**src/rtl/xmw_pkg.sv**
```systemverilog
package xmw_pkg;
  localparam int WORD_W    = 16;
  localparam int BYTE_W    = 8;
  localparam int NBANK     = 4;
  localparam int MAX_RATIO = 32;
  localparam int DIVSEL_W  = 3;

  typedef enum logic [1:0] {
    DONE_COUNT  = 2'b00,
    DONE_ACK    = 2'b01,
    DONE_BOTH   = 2'b10,
    DONE_EITHER = 2'b11
  } done_mode_e;

  typedef enum logic [1:0] {
    ST_IDLE   = 2'b00,
    ST_STROBE = 2'b01,
    ST_GAP    = 2'b10
  } seq_state_e;

  // clocks per I/O cycle for a divider select code
  function automatic int unsigned io_ratio(input logic [DIVSEL_W-1:0] sel);
    case (sel)
      3'd0:    return 1;
      3'd1:    return 2;
      3'd2:    return 4;
      3'd3:    return 16;
      default: return 32;
    endcase
  endfunction

  // whether a strobe may end at this tick
  function automatic logic access_done(input done_mode_e m, input logic cnt_zero,
                                       input logic ack);
    case (m)
      DONE_COUNT: return cnt_zero;
      DONE_ACK:   return ack;
      DONE_BOTH:  return cnt_zero && ack;
      default:    return cnt_zero || ack;
    endcase
  endfunction
endpackage

```
**src/rtl/xmw_io_tick.sv**
```systemverilog
module xmw_io_tick
  import xmw_pkg::*;
(
  input  logic                clk,
  input  logic                rst_n,
  input  logic [DIVSEL_W-1:0] div_sel,
  output logic                io_en
);
  localparam int CNT_W = $clog2(MAX_RATIO);

  logic [CNT_W-1:0] cnt;
  logic [CNT_W-1:0] lim;

  assign lim   = CNT_W'(io_ratio(div_sel) - 1);
  assign io_en = (cnt >= lim);

  always_ff @(posedge clk or negedge rst_n) begin
    if (!rst_n) cnt <= '0;
    else        cnt <= io_en ? '0 : cnt + 1'b1;
  end

  // ratio one ticks on every clock
  assert_div1_every_cycle_R7: assert property (@(posedge clk) disable iff (!rst_n)
    (div_sel == '0) |-> io_en);
endmodule

```
**src/rtl/xmw_bank_decode.sv**
```systemverilog
module xmw_bank_decode
  import xmw_pkg::*;
#(
  parameter int AW = 16
) (
  input  logic [AW-1:0]             addr,
  input  logic [NBANK-2:0][AW-1:0]  bounds,
  input  logic                      enable,
  output logic [NBANK-1:0]          sel
);
  localparam int IDX_W = $clog2(NBANK);

  logic [NBANK-2:0] above;
  logic [IDX_W-1:0] idx;

  generate
    for (genvar g = 0; g < NBANK - 1; g++) begin : g_cmp
      assign above[g] = (addr >= bounds[g]);
    end
  endgenerate

  always_comb begin
    idx = '0;
    for (int i = 0; i < NBANK - 1; i++) idx = idx + IDX_W'(above[i]);
  end

  assign sel = enable ? (NBANK'(1) << idx) : '0;

  always_comb begin
    assert_sel_onehot_R1: assert ($onehot0(sel));
  end
endmodule

```
**src/rtl/xmw_bus_handoff.sv**
```systemverilog
module xmw_bus_handoff (
  input  logic clk,
  input  logic rst_n,
  input  logic bus_req,
  input  logic seq_idle,
  output logic drive_en,
  output logic bus_grant
);
  always_ff @(posedge clk or negedge rst_n) begin
    if (!rst_n) begin
      drive_en  <= 1'b1;
      bus_grant <= 1'b0;
    end else begin
      bus_grant <= bus_req && seq_idle && !drive_en;
      if (bus_req && seq_idle)        drive_en <= 1'b0;
      else if (!bus_req && !bus_grant) drive_en <= 1'b1;
    end
  end

  assert_grant_released_R11: assert property (@(posedge clk) disable iff (!rst_n)
    bus_grant |-> !drive_en);
  assert_grant_idle_R11: assert property (@(posedge clk) disable iff (!rst_n)
    bus_grant |-> seq_idle);
  assert_grant_drop_R11: assert property (@(posedge clk) disable iff (!rst_n)
    !bus_req |=> !bus_grant);
endmodule

```
**src/rtl/xmw_access_seq.sv**
```systemverilog
module xmw_access_seq
  import xmw_pkg::*;
#(
  parameter int AW     = 16,
  parameter int WAIT_W = 4
) (
  input  logic              clk,
  input  logic              rst_n,
  input  logic              io_en,
  input  logic              req_valid,
  input  logic              req_write,
  input  logic [AW-1:0]     req_addr,
  input  logic [WORD_W-1:0] req_wdata,
  input  logic              start_allow,
  input  logic [WAIT_W-1:0] rd_wait,
  input  logic [WAIT_W-1:0] wr_wait,
  input  logic [1:0]        done_mode,
  input  logic              bus8,
  input  logic              ext_ack,
  input  logic [WORD_W-1:0] ext_din,
  output logic              req_ready,
  output logic [WORD_W-1:0] rsp_rdata,
  output logic              strobe_on,
  output logic              cur_write,
  output logic              seq_idle,
  output logic [AW-1:0]     addr_word,
  output logic              byte_phase,
  output logic [WORD_W-1:0] out_data
);
  localparam int PAD_W = WORD_W - BYTE_W;

  seq_state_e        st;
  done_mode_e        mode;
  logic [WAIT_W-1:0] cnt;
  logic [WORD_W-1:0] wdata_l;
  logic [BYTE_W-1:0] lo_byte;
  logic              start_evt;
  logic              unit_done;
  logic              last_unit;

  assign mode      = done_mode_e'(done_mode);
  assign start_evt = io_en && (st == ST_IDLE) && req_valid && start_allow;
  assign unit_done = io_en && (st == ST_STROBE) && access_done(mode, cnt == '0, ext_ack);
  assign last_unit = !bus8 || byte_phase;

  always_ff @(posedge clk or negedge rst_n) begin
    if (!rst_n) begin
      st         <= ST_IDLE;
      cnt        <= '0;
      wdata_l    <= '0;
      lo_byte    <= '0;
      rsp_rdata  <= '0;
      req_ready  <= 1'b0;
      cur_write  <= 1'b0;
      addr_word  <= '0;
      byte_phase <= 1'b0;
    end else begin
      req_ready <= 1'b0;
      if (start_evt) begin
        st         <= ST_STROBE;
        cur_write  <= req_write;
        addr_word  <= req_addr;
        wdata_l    <= req_wdata;
        byte_phase <= 1'b0;
        cnt        <= req_write ? wr_wait : rd_wait;
      end else if (io_en && st == ST_STROBE) begin
        if (unit_done) begin
          st <= ST_GAP;
          if (!cur_write) begin
            if (!last_unit) lo_byte <= ext_din[BYTE_W-1:0];
            else rsp_rdata <= bus8 ? {ext_din[BYTE_W-1:0], lo_byte} : ext_din;
          end
          if (last_unit) req_ready <= 1'b1;
        end else if (cnt != '0) begin
          cnt <= cnt - 1'b1;
        end
      end else if (io_en && st == ST_GAP) begin
        if (!last_unit) begin
          st         <= ST_STROBE;
          byte_phase <= 1'b1;
          cnt        <= cur_write ? wr_wait : rd_wait;
        end else begin
          st <= ST_IDLE;
        end
      end
    end
  end

  assign strobe_on = (st == ST_STROBE);
  assign seq_idle  = (st == ST_IDLE);
  assign out_data  = bus8 ? {{PAD_W{1'b0}},
                             byte_phase ? wdata_l[WORD_W-1:BYTE_W] : wdata_l[BYTE_W-1:0]}
                          : wdata_l;

  assert_count_floor_R2: assert property (@(posedge clk) disable iff (!rst_n)
    (strobe_on && io_en && mode == DONE_COUNT && cnt != '0) |=> strobe_on);
  assert_ack_hold_R4: assert property (@(posedge clk) disable iff (!rst_n)
    (strobe_on && io_en && mode == DONE_ACK && !ext_ack) |=> strobe_on);
  assert_both_need_ack_R5: assert property (@(posedge clk) disable iff (!rst_n)
    (strobe_on && io_en && mode == DONE_BOTH && !ext_ack) |=> strobe_on);
  assert_either_ack_ends_R6: assert property (@(posedge clk) disable iff (!rst_n)
    (strobe_on && io_en && mode == DONE_EITHER && ext_ack) |=> (st == ST_GAP));
  assert_strobe_on_tick_R7: assert property (@(posedge clk) disable iff (!rst_n)
    !io_en |=> $stable(strobe_on));
  assert_ready_pulse_R10: assert property (@(posedge clk) disable iff (!rst_n)
    req_ready |=> !req_ready);
  assert_ready_after_strobe_R10: assert property (@(posedge clk) disable iff (!rst_n)
    req_ready |-> !strobe_on);
endmodule

```
**src/rtl/xmem_wait_ctrl.sv**
```systemverilog
module xmem_wait_ctrl
  import xmw_pkg::*;
#(
  parameter int AW     = 16,
  parameter int WAIT_W = 4
) (
  input  logic              clk,
  input  logic              rst_n,
  input  logic [2:0]        cfg_div_sel,
  input  logic [WAIT_W-1:0] cfg_rd_wait,
  input  logic [WAIT_W-1:0] cfg_wr_wait,
  input  logic [1:0]        cfg_done_mode,
  input  logic              cfg_bus8,
  input  logic              cfg_rd_pol,
  input  logic              cfg_wr_pol,
  input  logic [AW-1:0]     cfg_bound1,
  input  logic [AW-1:0]     cfg_bound2,
  input  logic [AW-1:0]     cfg_bound3,
  input  logic              req_valid,
  input  logic              req_write,
  input  logic [AW-1:0]     req_addr,
  input  logic [15:0]       req_wdata,
  output logic              req_ready,
  output logic [15:0]       rsp_rdata,
  output logic [AW:0]       ext_addr,
  output logic              ext_addr_oe,
  output logic [3:0]        ext_sel,
  output logic              ext_rd,
  output logic              ext_wr,
  output logic              ext_strobe_oe,
  output logic [15:0]       ext_dout,
  output logic              ext_dout_oe,
  input  logic [15:0]       ext_din,
  input  logic              ext_ack,
  input  logic              bus_req,
  output logic              bus_grant
);
  logic                    io_en;
  logic                    drive_en;
  logic                    strobe_on;
  logic                    cur_write;
  logic                    seq_idle;
  logic                    byte_phase;
  logic [AW-1:0]           addr_word;
  logic [WORD_W-1:0]       out_data;
  logic [NBANK-2:0][AW-1:0] bounds;

  assign bounds = {cfg_bound3, cfg_bound2, cfg_bound1};

  xmw_io_tick u_tick (
    .clk    (clk),
    .rst_n  (rst_n),
    .div_sel(cfg_div_sel),
    .io_en  (io_en)
  );

  xmw_bus_handoff u_handoff (
    .clk      (clk),
    .rst_n    (rst_n),
    .bus_req  (bus_req),
    .seq_idle (seq_idle),
    .drive_en (drive_en),
    .bus_grant(bus_grant)
  );

  xmw_access_seq #(.AW(AW), .WAIT_W(WAIT_W)) u_seq (
    .clk        (clk),
    .rst_n      (rst_n),
    .io_en      (io_en),
    .req_valid  (req_valid),
    .req_write  (req_write),
    .req_addr   (req_addr),
    .req_wdata  (req_wdata),
    .start_allow(drive_en && !bus_req),
    .rd_wait    (cfg_rd_wait),
    .wr_wait    (cfg_wr_wait),
    .done_mode  (cfg_done_mode),
    .bus8       (cfg_bus8),
    .ext_ack    (ext_ack),
    .ext_din    (ext_din),
    .req_ready  (req_ready),
    .rsp_rdata  (rsp_rdata),
    .strobe_on  (strobe_on),
    .cur_write  (cur_write),
    .seq_idle   (seq_idle),
    .addr_word  (addr_word),
    .byte_phase (byte_phase),
    .out_data   (out_data)
  );

  xmw_bank_decode #(.AW(AW)) u_bank (
    .addr  (addr_word),
    .bounds(bounds),
    .enable(strobe_on),
    .sel   (ext_sel)
  );

  assign ext_addr      = cfg_bus8 ? {addr_word, byte_phase} : {1'b0, addr_word};
  assign ext_addr_oe   = drive_en;
  assign ext_strobe_oe = drive_en;
  assign ext_dout      = out_data;
  assign ext_dout_oe   = drive_en && cur_write && !seq_idle;
  assign ext_rd        = (strobe_on && !cur_write) ? cfg_rd_pol : !cfg_rd_pol;
  assign ext_wr        = (strobe_on &&  cur_write) ? cfg_wr_pol : !cfg_wr_pol;

  assert_strobe_one_bank_R1: assert property (@(posedge clk) disable iff (!rst_n)
    strobe_on |-> ($countones(ext_sel) == 1));
  assert_granted_bus_quiet_R11: assert property (@(posedge clk) disable iff (!rst_n)
    bus_grant |-> (!ext_addr_oe && !ext_strobe_oe && !ext_dout_oe && !strobe_on));
  assert_word_addr_top_zero_R12: assert property (@(posedge clk) disable iff (!rst_n)
    (strobe_on && !cfg_bus8) |-> (ext_addr[AW] == 1'b0));
endmodule

```
**config.mk**
```make
export PLATFORM = sky130hd
export DESIGN_NAME = xmem_wait_ctrl
export DESIGN_NICKNAME = d
export VERILOG_FILES = /design/src/rtl/xmw_pkg.sv /design/src/rtl/xmw_io_tick.sv /design/src/rtl/xmw_bank_decode.sv /design/src/rtl/xmw_bus_handoff.sv /design/src/rtl/xmw_access_seq.sv /design/src/rtl/xmem_wait_ctrl.sv
export SDC_FILE = /design/constraint.sdc
export NUM_CORES = 1
export LEC_CHECK = 0
export BUFFER_PORTS_ARGS = -buffer_cell sky130_fd_sc_hd__buf_2
export CELL_PAD_IN_SITES_DETAIL_PLACEMENT = 1
export CELL_PAD_IN_SITES_GLOBAL_PLACEMENT = 1
export CORE_MARGIN = 2
export CORE_UTILIZATION = 38
export DETAILED_ROUTE_END_ITERATION = 7
export PLACE_DENSITY = 0.84
export SYNTH_ARGS = -nofsm -noshare
export SYNTH_HDL_FRONTEND = slang
export SYNTH_SLANG_ARGS = --single-unit
```
**constraint.sdc**
```tcl
create_clock -name clk -period 2.94 [get_ports clk]
set_clock_uncertainty 0.15 [all_clocks]
set_input_delay 0.441 -clock clk [delete_from_list [all_inputs] [get_ports clk]]
set_output_delay 0.441 -clock clk [all_outputs]
set_load 0.02 [all_outputs]
```
# Word level (Yosys, flattened, before mapping)
# Cells that the tools add are included.
[totals]
register_bits = 72
in_bits = 118
output_inout_bits = 60
word_cells = 109
[classes]
n_addsub = 5
magnitude_cmp = 4
n_eq_ne = 13
shift = 1
muxes = 33
bitwise_logic = 3
n_reduce_logical = 38
[op_table]
columns = ["cell", "n"]
rows = [
  ["16-bit greater-or-equal comparator", 3],
  ["4-bit 2-to-1 mux", 9],
  ["16-bit 2-to-1 mux", 2],
  ["5-bit one-hot mux with 4 select lines", 1],
  ["17-bit 2-to-1 mux", 1],
  ["1-bit logical AND", 15],
  ["1-bit 2-to-1 mux", 13],
  ["5-bit AND reduction", 2],
  ["3-bit by 2-bit != test with 1-bit output, second input constant", 3],
  ["1-bit zero test", 8],
  ["2-bit 2-to-1 mux", 4],
  ["8-bit 2-to-1 mux", 1],
  ["3-bit by 2-bit == test with 1-bit output, second input constant", 2],
  ["5-bit by 1-bit adder with 5-bit output, second input constant", 1],
  ["5-bit greater-or-equal comparator", 1],
  ["5-bit 2-to-1 mux", 1],
  ["5-bit by 1-bit subtractor with 5-bit output, second input constant", 1],
  ["2-bit by 1-bit == test with 1-bit output, second input constant", 2],
  ["2-bit == test, second input constant", 2],
  ["2-bit zero test", 2],
  ["4-bit zero test", 1],
  ["2-bit by 1-bit != test with 1-bit output, second input constant", 2],
  ["4-bit AND reduction", 1],
  ["2-bit nonzero test", 2],
  ["other kinds (14)", 17],
]

# Depth between registers and ports, before layout
[logic_depth]
ltp_word = 9
ltp_mapped = 11
ltp_nobuf = 11

# Hierarchy
# A second synthesis with hierarchy kept.
[hier_totals]
hier_cells = 537
hier_area_um2 = 5195.0
[by_module_without_submodules]
columns = ["module", "instances", "cells_each", "area_each_um2", "seq_area_each_um2"]
rows = [
  ["xmw_access_seq", 1, 298, 3151.8, 1626.6],
  ["xmw_bank_decode", 1, 166, 1268.7, 0.0],
  ["xmw_io_tick", 1, 39, 396.6, 125.1],
  ["xmem_wait_ctrl", 1, 27, 301.5, 0.0],
  ["xmw_bus_handoff", 1, 7, 76.3, 51.3],
]

# Worst setup path before layout
# No wires, ideal clock.
[synth_path]
path_kind = "input port to output port"
startpoint = "in cfg_bound3[0]"
endpoint = "out ext_sel[1]"
t_arrival_ns = 2.583
t_required_ns = 2.349
setup_slack_ns = -0.234
cell_stages = 9
n_path_buf = 0
path_cell_list = "ha_1 > nand2b_1 > a21o_1 > a211o_1 > o2111ai_1 > a21oi_1 > nor2_1 > fa_1 > nor3b_1"
[synth_via]
elab_chain_len = 4
[synth_lines]
columns = ["element", "line", "rtl"]
rows = [
  ["start: declaration", "xmem_wait_ctrl.sv:18", "input logic [AW-1:0] cfg_bound3,"],
  ["16-bit greater-or-equal comparator", "xmw_bank_decode.sv:18", "assign above[g] = (addr >= bounds[g]);"],
  ["2-bit by 1-bit adder with 2-bit output", "xmw_bank_decode.sv:24", "for (int i = 0; i < NBANK - 1; i++) idx = idx + IDX_W'(above[i]);"],
  ["1-bit by 2-bit << shifter with 4-bit output", "xmw_bank_decode.sv:27", "assign sel = enable ? (NBANK'(1) << idx) : '0;"],
  ["4-bit 2-to-1 mux", "xmw_bank_decode.sv:27", ""],
  ["end: declaration", "xmem_wait_ctrl.sv:27", "output logic [3:0] ext_sel,"],
]
# No other way between the ends.

# Worst setup path after layout
[layout_path]
startpoint = "reg u_seq.addr_word[15]"
endpoint = "out ext_sel[2]"
[layout_via]
elab_chain_len = 5
elab_cells_between_ends = 7
classes_between = "2 x add/sub; 3 x order compare; 1 x shift; 1 x mux"
[layout_lines]
columns = ["element", "line", "rtl"]
rows = [
  ["start: declaration", "xmw_access_seq.sv:26", "output logic [AW-1:0] addr_word,"],
  ["start signal: assignment", "xmw_access_seq.sv:62", "addr_word <= req_addr;"],
  ["16-bit greater-or-equal comparator", "xmw_bank_decode.sv:18", ""],
  ["1-bit by 1-bit adder with 2-bit output", "xmw_bank_decode.sv:24", ""],
  ["2-bit by 1-bit adder with 2-bit output (*)", "xmw_bank_decode.sv:24", ""],
  ["1-bit by 2-bit << shifter with 4-bit output (*)", "xmw_bank_decode.sv:27", ""],
  ["4-bit 2-to-1 mux (*)", "xmw_bank_decode.sv:27", ""],
]
# Mark *: on every way between the ends. The rest lies on a longest branch, timed or not.

==> qor.txt <==
Xor/xnor share of the synthesized area: 1.23%
Syn-to-layout area delta: 36.3%
Failing checks: negative setup slack
Clock latency at the later pin of the worst-skew pair: 0.33 ns
RSZ-0062 raised after global routing: true
Post-synthesis cell area: 4970 sq um
Post-synthesis compound-gate area fraction: 10.2%
Detailed-route wire length: 15500 um
Area leader, netlist: dfrtp_1
Dpl hpwl: 11900 um
Max clock buf depth: 2
Core box area: 12700 sq um
Post-synthesis area per instance: 10.9 sq um
Total congestion overflow after global routing: 0
Fraction of layout cells with a size suffix above 1: 53.5%
Library cells used by synthesis: 49
Placer's final routability congestion estimate: 0.870
Min cycle time layout: 3.52 ns
# hold bufs at CTS: 0
CP Launch Type: flop
Post-placement cell area: 6240 sq um
Part of the cycle the worst path needs: 120%
Number of nets in the final layout: 835
Maximum level of the CTS H-tree: 3
Pin slew with the least headroom to its limit: 0.947 ns
Arithmetic-cell share of the synthesized area counting full adders, half adders and majority gates: 14.2%
Yosys warns: 0
Ports: 178
Count of antenna diodes in the layout: 0
IO Port Bufs: 177
Final standard cell area without fillers: 6780 sq um
Critical path cell sequence: ha_4 -> nand4_1 -> buf_4 -> o211ai_1 -> nor2_1 -> fa_2 -> nand2_2 -> nor2_4 -> buf_6
Fin. max-slew vios: 0
Fraction of synthesized cell area taken by the top area cell type: 35.7%
Initial antenna violation count: 0
Cell types with the highest counts after synthesis: mux2_2, dfrtp_1, ha_1
Setup crit end kind: output pin
Vias per Instance: 5.23
Kind of cell adding the most delay to the critical path: adder cells
Async S/R FF share, synth: 100%
Crit path arrival time: 2.93 ns
Setup WS pre-CTS: -0.485 ns
EDFF count, synth: 0
Post-synthesis sequential element count: 72
TritonCTS clock tree: done
Relative slew slack: 36.8%
Slowest CP cell: fa_2
Worst path bufs/invs: 2
Required time worst endpoint: 2.35 ns
Vias after detailed routing: 4385
Clock sink count: 72
Clk Tree Root Cell: clkbuf_16
Post-DR wirelength/cell: 18.5 um
DRC viols: 0
Cells after synthesis: 455
Largest fanout of any net on the critical path: 5
Number of violations reported at the end of detailed-routing iteration 0: 117
Critical Setup Path Class: flop to output pin
Worst Hold Class: primary input to async pin
Via count of the first global-routing pass: 5053
Starting density of the core: 39.2%
Largest voltage drop on the vdd net: 434 uV
Die Wd: 118 um
Count of max-cap constraint violations: 0
Primary flip-flop cell chosen by synthesis mapping: dfrtp_1
TritonCTS Buffers: 9
Area of the die: 14000 sq um
Wire length of the first global-routing pass: 25700 um
Post-synthesis mux area share: 23.5%
Pre-Repair DR Iteration Count: 4
Setup violators final: 4
Post-route ant nets: 0
Highest Clock Rate: 0.284 GHz
Biggest area contributors in the synthesized netlist: dfrtp_1, mux2_2, ha_1
Net Count, Synth: 629
Share of synthesized cell area in and, or, nand and nor gates: 8.96%
Result of the run: complete, but fails checks
Post-Route Setup TNS: -2.15 ns
Final critical-path setup slack: -0.583 ns
Post-synthesis sequential area ratio: 36.3%
Cell with the most instances after synthesis: mux2_2
Worst-path clk slew: 0.07 ns
Combinational family with the most area after synthesis: multiplexers
Core Rows: 41
Cell leakage power: 3.64 nW
Final hold viol count: 0
GRT Util Overall: 22.8%
Overall die height: 118 um
Power per Cell Area: 933 nW/um^2
Maximum number of pins on one net before global-route repair: 73
CP max stage delay: 0.70 ns
power breakdown:
| group | leakage [nW] | switching (mW) | internal [mW] |
|---|---|---|---|
| sequential | 0.938 | 0.440 | 1.38 |
| combinational | 2.53 | 1.66 | 1.53 |
| clock | 0.172 | 0.467 | 0.841 |
metrics by stage:
step / util [%] / power, mW / hold WS, ns / cells
after global routing: 53.5 / 6.77 / 0.119 / 838
after detailed placement: 49.2 / 4.81 / 0.342 / 814
after floorplan: - / 3.65 / -0.00459 / 455
final: 53.5 / 6.33 / 0.0993 / 838
after global placement: 49.2 / 4.58 / 0.316 / 814
after CTS: 53.0 / 6.29 / 0.109 / 836
cells in the final DEF (no fill, tap or decap), drive strengths merged, types with 3 or more instances in the layout:
cell	synthesis	layout
a211o	3	3
a211oi	5	5
a21o	9	9
a21oi	21	21
and2	4	4
buf	9	210
bufinv	0	3
clkbuf	6	9
dfrtp	71	71
ha	55	55
inv	53	55
mux2	98	98
mux2i	3	3
nand2	11	11
nand2b	4	4
nand4	7	7
nor2	17	17
nor2b	17	17
nor3	6	6
o2111ai	3	3
o211ai	7	7
o21ai	14	14
xnor2	4	4
xor2	3	3
routing by layer:
metal  vias to the layer above  GRT usage (%)  wire length [um]
li1                       2041              -                 -
met1                      2154           26.1              6230
met2                       151           41.3              7920
met3                        39           4.68               832
met4                         0           9.45               484
met5                         -              0                 0
path summary, 6_finish.rpt:
kind	start	endpoint	slack, ns	cells after the start
worst max-delay path	u_seq.addr_word[15]	ext_sel[2]	-0.58	9
worst min-delay path	rst_n	u_seq.wdata_l[12]	0.1	1
worst max register to register	u_tick.cnt[0]	u_seq.wdata_l[6]	0.41	9
worst min register to register	u_seq.rsp_rdata[4]	u_seq.rsp_rdata[4]	0.35	1
max in group asynchronous	rst_n	u_seq.addr_word[10]	1.87	1
min in group clk	bus_req	u_handoff.drive_en	0.12	2
repair_timing:
action                                  4_1_cts  5_1_grt
gates resized for setup                      21        8
endpoints found under the setup margin        4        4
pin swaps                                    16        8
buffers inserted                              6        2
registers in the layout (all words and copies together) (netlist names):
register             cells
u_seq.addr_word         16
u_handoff.drive_en       1
u_seq.rsp_rdata         16
u_seq.req_ready          1
u_seq.cnt                4
u_handoff.bus_grant      1
u_seq.st                 2
u_tick.cnt               5
u_seq.cur_write          1
u_seq.wdata_l           16
u_seq.byte_phase         1
u_seq.lo_byte            8
layout make-up:
cell class	instances	area, sq um
Timing Repair Buffer	210	1180
Clock inverter	7	128
Multi-Input combinational cell	315	3020
Fill cell	1454	5890
Sequential cell	72	1810
Clock buffer	9	225
Tap cell	172	215
Inverter	53	199
logic make-up after synthesis:
family / Yosys count
DFF: 72
and+or+nand+nor: 77
muxes: 101
AOI/OAI and AO/OA: 74
buffers and inverters: 68
adders and majority gates: 56
xor gates and xnor gates: 7
Note: power is estimated with default switching activity, not from simulation.
